[src/rtl/pps_pkg.sv]
// Package: shared stage encoding for the panel power-up sequencer.
// Assumes: stage codes are consecutive, because the stage register increments.
package pps_pkg;
    typedef enum logic [2:0] {
        ST_INIT  = 3'd0,
        ST_PANEL = 3'd1,
        ST_LVDS  = 3'd2,
        ST_BLVDD = 3'd3,
        ST_PWM   = 3'd4,
        ST_BLEN  = 3'd5,
        ST_DONE  = 3'd6
    } pps_stage_e;
endpackage

[src/rtl/pps_timebase.sv]
// Module: pps_timebase
// Keeps a free-running microsecond count and the deadline for the next stage.
// When a stage runs, the deadline is loaded with now + delay[stage]*US_PER_MS.
// Stages whose index is NUM_DLY or above add no delay.
// Assumes: the longest delay is below half the counter range, so the signed
// difference stays valid across a wrap.
module pps_timebase #(
    parameter int TB_W      = 32,
    parameter int DLY_W     = 10,
    parameter int NUM_DLY   = 4,
    parameter int US_PER_MS = 1000
) (
    input  logic                     clk,
    input  logic                     rst_n,
    input  logic                     us_tick,
    input  logic                     load,
    input  logic [2:0]               stage_idx,
    input  logic [NUM_DLY*DLY_W-1:0] dly_ms,
    output logic                     ready
);
    logic [TB_W-1:0]  now_q;
    logic [TB_W-1:0]  deadline_q;
    logic [DLY_W-1:0] sel_ms;
    logic [TB_W-1:0]  wait_us;
    logic [TB_W-1:0]  diff;

    // Pick the delay entry of the stage that is running now.
    always_comb begin
        sel_ms = '0;
        for (int i = 0; i < NUM_DLY; i++) begin
            if (stage_idx == 3'(i)) sel_ms = dly_ms[i*DLY_W +: DLY_W];
        end
    end

    assign wait_us = TB_W'(sel_ms) * TB_W'(US_PER_MS);
    assign diff    = deadline_q - now_q;
    // The deadline has passed when the signed difference is zero or negative.
    assign ready   = diff[TB_W-1] | (diff == '0);

    // Advance the microsecond count on every tick.
    always_ff @(posedge clk) begin
        if (!rst_n)       now_q <= '0;
        else if (us_tick) now_q <= now_q + 1'b1;
    end

    // Record the next allowed time when a stage runs.
    always_ff @(posedge clk) begin
        if (!rst_n)    deadline_q <= '0;
        else if (load) deadline_q <= now_q + wait_us;
    end
endmodule

[src/rtl/pps_stage_fsm.sv]
// Module: pps_stage_fsm
// Holds the stage register and decides in which cycle a stage runs.
// A step in run-to-end mode sets a running flag that retries every cycle.
// A failure seen at the initial stage latches the error and freezes the chain.
// Assumes: ready comes from pps_timebase and reflects the registered deadline.
module pps_stage_fsm
    import pps_pkg::*;
(
    input  logic       clk,
    input  logic       rst_n,
    input  logic       step,
    input  logic       run_all,
    input  logic       ready,
    input  logic       fail_in,
    output pps_stage_e stage,
    output logic       exec,
    output logic       err
);
    logic running;
    logic active;
    logic fail;

    // Work out whether this cycle runs a stage, fails, or does nothing.
    always_comb begin
        active = (step | running) & ~err & (stage != ST_DONE);
        fail   = active & (stage == ST_INIT) & fail_in;
        exec   = active & ~fail & ((stage == ST_INIT) | ready);
    end

    // Stage register: move on by one each time a stage runs.
    always_ff @(posedge clk) begin
        if (!rst_n)    stage <= ST_INIT;
        else if (exec) stage <= pps_stage_e'(stage + 3'd1);
    end

    // Run-to-end flag: set by a step in that mode, cleared at the end or on failure.
    always_ff @(posedge clk) begin
        if (!rst_n)                          running <= 1'b0;
        else if (fail)                       running <= 1'b0;
        else if (exec && stage == ST_BLEN)   running <= 1'b0;
        else if (step && run_all && !err && stage != ST_DONE) running <= 1'b1;
    end

    // Error latch: only reset clears it.
    always_ff @(posedge clk) begin
        if (!rst_n)    err <= 1'b0;
        else if (fail) err <= 1'b1;
    end
endmodule

[src/rtl/pps_outputs.sv]
// Module: pps_outputs
// Drives the enable lines and the PWM start strobe from stage runs.
// Each line is owned by one stage and copies its presence flag when that
// stage runs. The strobe is high for one cycle after the PWM stage.
// Assumes: each stage runs at most once between resets.
module pps_outputs
    import pps_pkg::*;
#(
    parameter int N_EN = 4
) (
    input  logic            clk,
    input  logic            rst_n,
    input  logic            exec,
    input  pps_stage_e      stage,
    input  logic [N_EN-1:0] present,
    output logic [N_EN-1:0] en,
    output logic            pwm_start
);
    // Map each enable line to the stage that drives it.
    function automatic pps_stage_e owner(input int idx);
        case (idx)
            0:       return ST_PANEL;
            1:       return ST_LVDS;
            2:       return ST_BLVDD;
            default: return ST_BLEN;
        endcase
    endfunction

    for (genvar g = 0; g < N_EN; g++) begin : g_en
        // Latch the presence flag when the owning stage runs.
        always_ff @(posedge clk) begin
            if (!rst_n)                          en[g] <= 1'b0;
            else if (exec && stage == owner(g))  en[g] <= present[g];
        end
    end

    // Pulse once when the PWM stage runs.
    always_ff @(posedge clk) begin
        if (!rst_n) pwm_start <= 1'b0;
        else        pwm_start <= exec && (stage == ST_PWM);
    end
endmodule

[src/rtl/panel_pwr_seq.sv]
// Module: panel_pwr_seq (top)
// Staged power-up controller for a flat panel: stage control, deadline
// timing and output drive, plus the fixed PWM settings shown to a PWM block.
// Assumes: us_tick is a single-cycle pulse, and all inputs are synchronous to clk.
module panel_pwr_seq
    import pps_pkg::*;
#(
    parameter int TB_W      = 32,
    parameter int DLY_W     = 10,
    parameter int NUM_DLY   = 4,
    parameter int US_PER_MS = 1000,
    parameter int DUTY_W    = 8,
    parameter int FREQ_W    = 16,
    parameter int PWM_DUTY  = 8'hDF,
    parameter int PWM_DIV   = 1,
    parameter int PWM_FREQ  = 32768
) (
    input  logic                     clk,
    input  logic                     rst_n,
    input  logic                     step,
    input  logic                     run_all,
    input  logic                     us_tick,
    input  logic                     fail_in,
    input  logic [NUM_DLY*DLY_W-1:0] dly_ms,
    input  logic [3:0]               present,
    output logic                     panel_vdd_en,
    output logic                     lvds_on,
    output logic                     bl_vdd_en,
    output logic                     bl_en,
    output logic                     pwm_start,
    output logic [DUTY_W-1:0]        pwm_duty,
    output logic [DUTY_W-1:0]        pwm_div,
    output logic [FREQ_W-1:0]        pwm_freq_hz,
    output logic                     busy,
    output logic                     done,
    output logic                     seq_err,
    output logic [2:0]               stage_o
);
    localparam int N_EN = 4;

    pps_stage_e      stage;
    logic            exec;
    logic            ready;
    logic [N_EN-1:0] en;

    pps_timebase #(
        .TB_W(TB_W), .DLY_W(DLY_W), .NUM_DLY(NUM_DLY), .US_PER_MS(US_PER_MS)
    ) u_tb (
        .clk(clk), .rst_n(rst_n), .us_tick(us_tick), .load(exec),
        .stage_idx(3'(stage)), .dly_ms(dly_ms), .ready(ready)
    );

    pps_stage_fsm u_fsm (
        .clk(clk), .rst_n(rst_n), .step(step), .run_all(run_all),
        .ready(ready), .fail_in(fail_in), .stage(stage), .exec(exec),
        .err(seq_err)
    );

    pps_outputs #(.N_EN(N_EN)) u_out (
        .clk(clk), .rst_n(rst_n), .exec(exec), .stage(stage),
        .present(present), .en(en), .pwm_start(pwm_start)
    );

    assign panel_vdd_en = en[0];
    assign lvds_on      = en[1];
    assign bl_vdd_en    = en[2];
    assign bl_en        = en[3];
    assign pwm_duty     = DUTY_W'(PWM_DUTY);
    assign pwm_div      = DUTY_W'(PWM_DIV);
    assign pwm_freq_hz  = FREQ_W'(PWM_FREQ);
    assign stage_o      = 3'(stage);
    assign done         = (stage == ST_DONE);
    assign busy         = (stage != ST_INIT) && (stage != ST_DONE);
endmodule

[config.mk]
export PLATFORM = sky130hd
export DESIGN_NAME = panel_pwr_seq
export DESIGN_NICKNAME = d
export VERILOG_FILES = /design/src/rtl/pps_pkg.sv /design/src/rtl/pps_timebase.sv /design/src/rtl/pps_stage_fsm.sv /design/src/rtl/pps_outputs.sv /design/src/rtl/panel_pwr_seq.sv
export SDC_FILE = /design/constraint.sdc
export NUM_CORES = 1
export LEC_CHECK = 0
export ABC_AREA = 1
export CORE_MARGIN = 2
export CORE_UTILIZATION = 59
export CTS_CLUSTER_SIZE = 30
export DETAILED_ROUTE_END_ITERATION = 10
export PLACE_DENSITY = 0.82
export SKIP_CTS_REPAIR_TIMING = 1
export SYNTH_ARGS = -nofsm -noshare
export SYNTH_HDL_FRONTEND = slang
export SYNTH_SLANG_ARGS = --single-unit
[constraint.sdc]
create_clock -name clk -period 8.8 [get_ports clk]
set_input_delay 0.88 -clock clk [delete_from_list [all_inputs] [get_ports clk]]
set_output_delay 0.88 -clock clk [all_outputs]
set_load 0.1 [all_outputs]
==> flow_metrics.tcl <==
set metrics [dict create \
    diodes 0 \
    ys_warn_count 0 \
    slew_viol_final 0 \
    seq_area_frac_synth_pct 16.4 \
    regToRegEndpoint "u_tb.deadline_q[29]" \
    antenna_found_initial 0 \
    maxCapViolations 0 \
    crit_end "u_tb.deadline_q[29]" \
    numCtsBuffers 9 \
    nNetsFinal 1693 \
    ys_ff_latch 74 \
    clock-skew-final_ns 0.00659 \
    cts_root_buf "clkbuf_16" \
    rrSetupSlack_ns 0.91 \
    area_delta_synth_final_pct 10.1 \
    coreArea_um2 15100 \
    outcome "finished, final reports clean" \
    drc 0 \
    synth_common_cells "354 x nand2_1, 273 x inv_1, 186 x nor2_1" \
    rows 45 \
    syn_inst 1467 \
    synthFlopType "dfxtp_1" \
    hold_path_class "reg2reg" \
    cp_slowest_cell "nor2_1" \
    grt_overflow 0 \
    antenna_left 0 \
    drive_above_1_share_pct 2.43 \
    yosysTopAreaCellShare_pct 16.4 \
    worstPathArrival_ns 8.18 \
    dp_hpwl_um 18900 \
    crit_start "u_fsm.stage[1]" \
    syn_area_per_cell_um2 6.17 \
    max-slew-margin-rel_pct 23.9 \
    async_flop_share_pct 0 \
    die_h_um 128 \
    synth_area_um2 9050 \
    critPathKind "reg2reg" \
    fin_setup_tns_ns 0 \
    h-tree-depth 3 \
    min_period_ns 7.89 \
    start_util_pct 60.0 \
    path_max_fanout 12 \
    io_buffer_count 60 \
    wirelength_um 23000 \
    drt-initial-drc-count 674 \
    fp.dieArea_um2 16300 \
    grtUsageTotal_pct 28.3 \
    cp_slowest_stage_delay_ns 0.60 \
    clk_path_buf_depth 2 \
    ioPinCount 93 \
    synth_edf_count 0 \
    worstMarginPinSlew_ns 1.14 \
    r2r-start "u_fsm.stage[1]" \
    gp_congestion 0.955 \
    hold_viol 0 \
    cp_common_cell "inv_1" \
    setup.worst_path.end_class "flip-flop" \
    grt_max_degree 59 \
    cp.required_ns 9.08 \
    synth_top_cell_by_area "dfxtp_1" \
    grt_pass1_wl_um 37700 \
    vias_per_cell 5.30 \
    cts_tree "done" \
    die_w_um 128 \
    yosysMostFrequentCell "nand2_1" \
    dr.pass1.iters 5 \
    period_share_pct 89.7 \
    start_kind "flip-flop" \
    synth_cell_type_count 40 \
    wl_per_cell_um 13.4 \
    synth_area_leaders "dfxtp_1 16%, nand2_1 15%, ha_1 13%, inv_1 11%, nor2_1 7.7%" \
    max_freq_ghz 0.127 \
    grt_pass1_vias 8458 \
    r2r_cells 38 \
    rsz0062_at_grt "no" \
    clkTransAtPathRegs_ns 0.06 \
    clk_latency_ns 0.34 \
    setup_viol 0 \
    clkSinkCount 74 \
    via_count 9066 \
]
-- area by class of cell --
type                    instances  area (um^2)
flip-flops and latches         74         1480
clock inverters                 3         46.3
fillers                      1400         5130
clock buffers                  13          270
repair buffers                 61          603
multi-input cells            1092         6280
well taps                     188          235
inverters                     278         1040
-- worst max-delay path: cells and delay by family, from the launching register on --
kind,cells,cell delay (ns)
buffers and inverters,7,0.77
adders and majority gates,7,2.81
DFF,1,0.35
AOI/OAI and AO/OA,5,0.62
xor gates and xnor gates,2,0.25
and+or+nand+nor,17,3.05
-- worst min path at each step --
stage,startpoint,end,slack [ns],depth (start not counted)
after floorplan,u_tb.deadline_q[19],u_tb.deadline_q[19],0.45,2
after global placement,u_tb.deadline_q[20],u_tb.deadline_q[20],0.46,2
after detailed placement,u_tb.deadline_q[19],u_tb.deadline_q[19],0.47,2
after CTS,u_tb.deadline_q[19],u_tb.deadline_q[19],0.48,2
after global routing,u_tb.deadline_q[21],u_tb.deadline_q[21],0.51,2
final,u_tb.deadline_q[19],u_tb.deadline_q[19],0.48,2
-- per-layer routing --
| layer | wire, um | share of wire [%] | global-route usage (%) |
|---|---|---|---|
| met5 | 0 | 0 | 0 |
| met4 | 772 | 3.4 | 13.3 |
| met3 | 1080 | 4.7 | 2.46 |
| met2 | 11100 | 49 | 51.1 |
| met1 | 9950 | 43 | 34.1 |
-- stage by stage --
step	cell area (um^2)	hold slack (ns)	cells	setup WS [ns]	utilization [%]
2_1_floorplan	9160	0.447	1497	1.36	-
4_1_cts	9960	0.483	1709	0.939	66.0
6_report	9960	0.478	1709	0.906	66.0
3_3_place_gp	9650	0.457	1693	0.998	63.9
5_1_grt	9960	0.515	1709	0.342	66.0
3_5_place_dp	9650	0.470	1693	0.848	63.9
-- cells in the final DEF (no fill, tap or decap), types with 2 or more instances in the layout --
| cell | instances |
|---|---|
| inv_1 | 273 |
| nand2_2 | 9 |
| o21ai_0 | 49 |
| a31oi_1 | 3 |
| a21o_1 | 4 |
| a21oi_1 | 84 |
| clkbuf_8 | 3 |
| o21a_1 | 6 |
| fa_1 | 32 |
| and2_1 | 3 |
| xnor2_1 | 16 |
| nand4_1 | 25 |
| clkdlybuf4s50_1 | 59 |
| o211ai_1 | 4 |
| clkbuf_16 | 9 |
| conb_1 | 32 |
| o21bai_1 | 3 |
| nor2_2 | 6 |
| and3_1 | 2 |
| o21ai_1 | 6 |
| o22ai_1 | 10 |
| nand3b_1 | 4 |
| clkinv_1 | 2 |
| nand2_1 | 354 |
| nor3_1 | 28 |
| dfxtp_1 | 74 |
| nor4_1 | 2 |
| nand3_1 | 88 |
| inv_2 | 3 |
| ha_1 | 95 |
| xor2_1 | 34 |
| nor2_1 | 186 |
-- flip-flops by register name, indices dropped and copies added, names as in the netlist --
signal           count
u_fsm.err            1
u_out.pwm_start      1
u_tb.now_q          32
u_out.en             4
u_fsm.running        1
u_fsm.stage          3
u_tb.deadline_q     32
-- cells by family (layout without fill, tap and decap cells) --
logic type      Yosys count  count (layout)  share of synthesized area, %
fa+ha+maj               127             127                          20.2
xor+xnor                 50              50                          4.84
other cells               2              32                        0.0830
flops                    74              74                          16.4
buf+inv                 331             355                          15.4
simple gates            710             710                          32.7
compound gates          173             173                          10.4
Power is not shown: default switching activity piles up to over one toggle a cycle in this logic, so the estimate is an artifact.
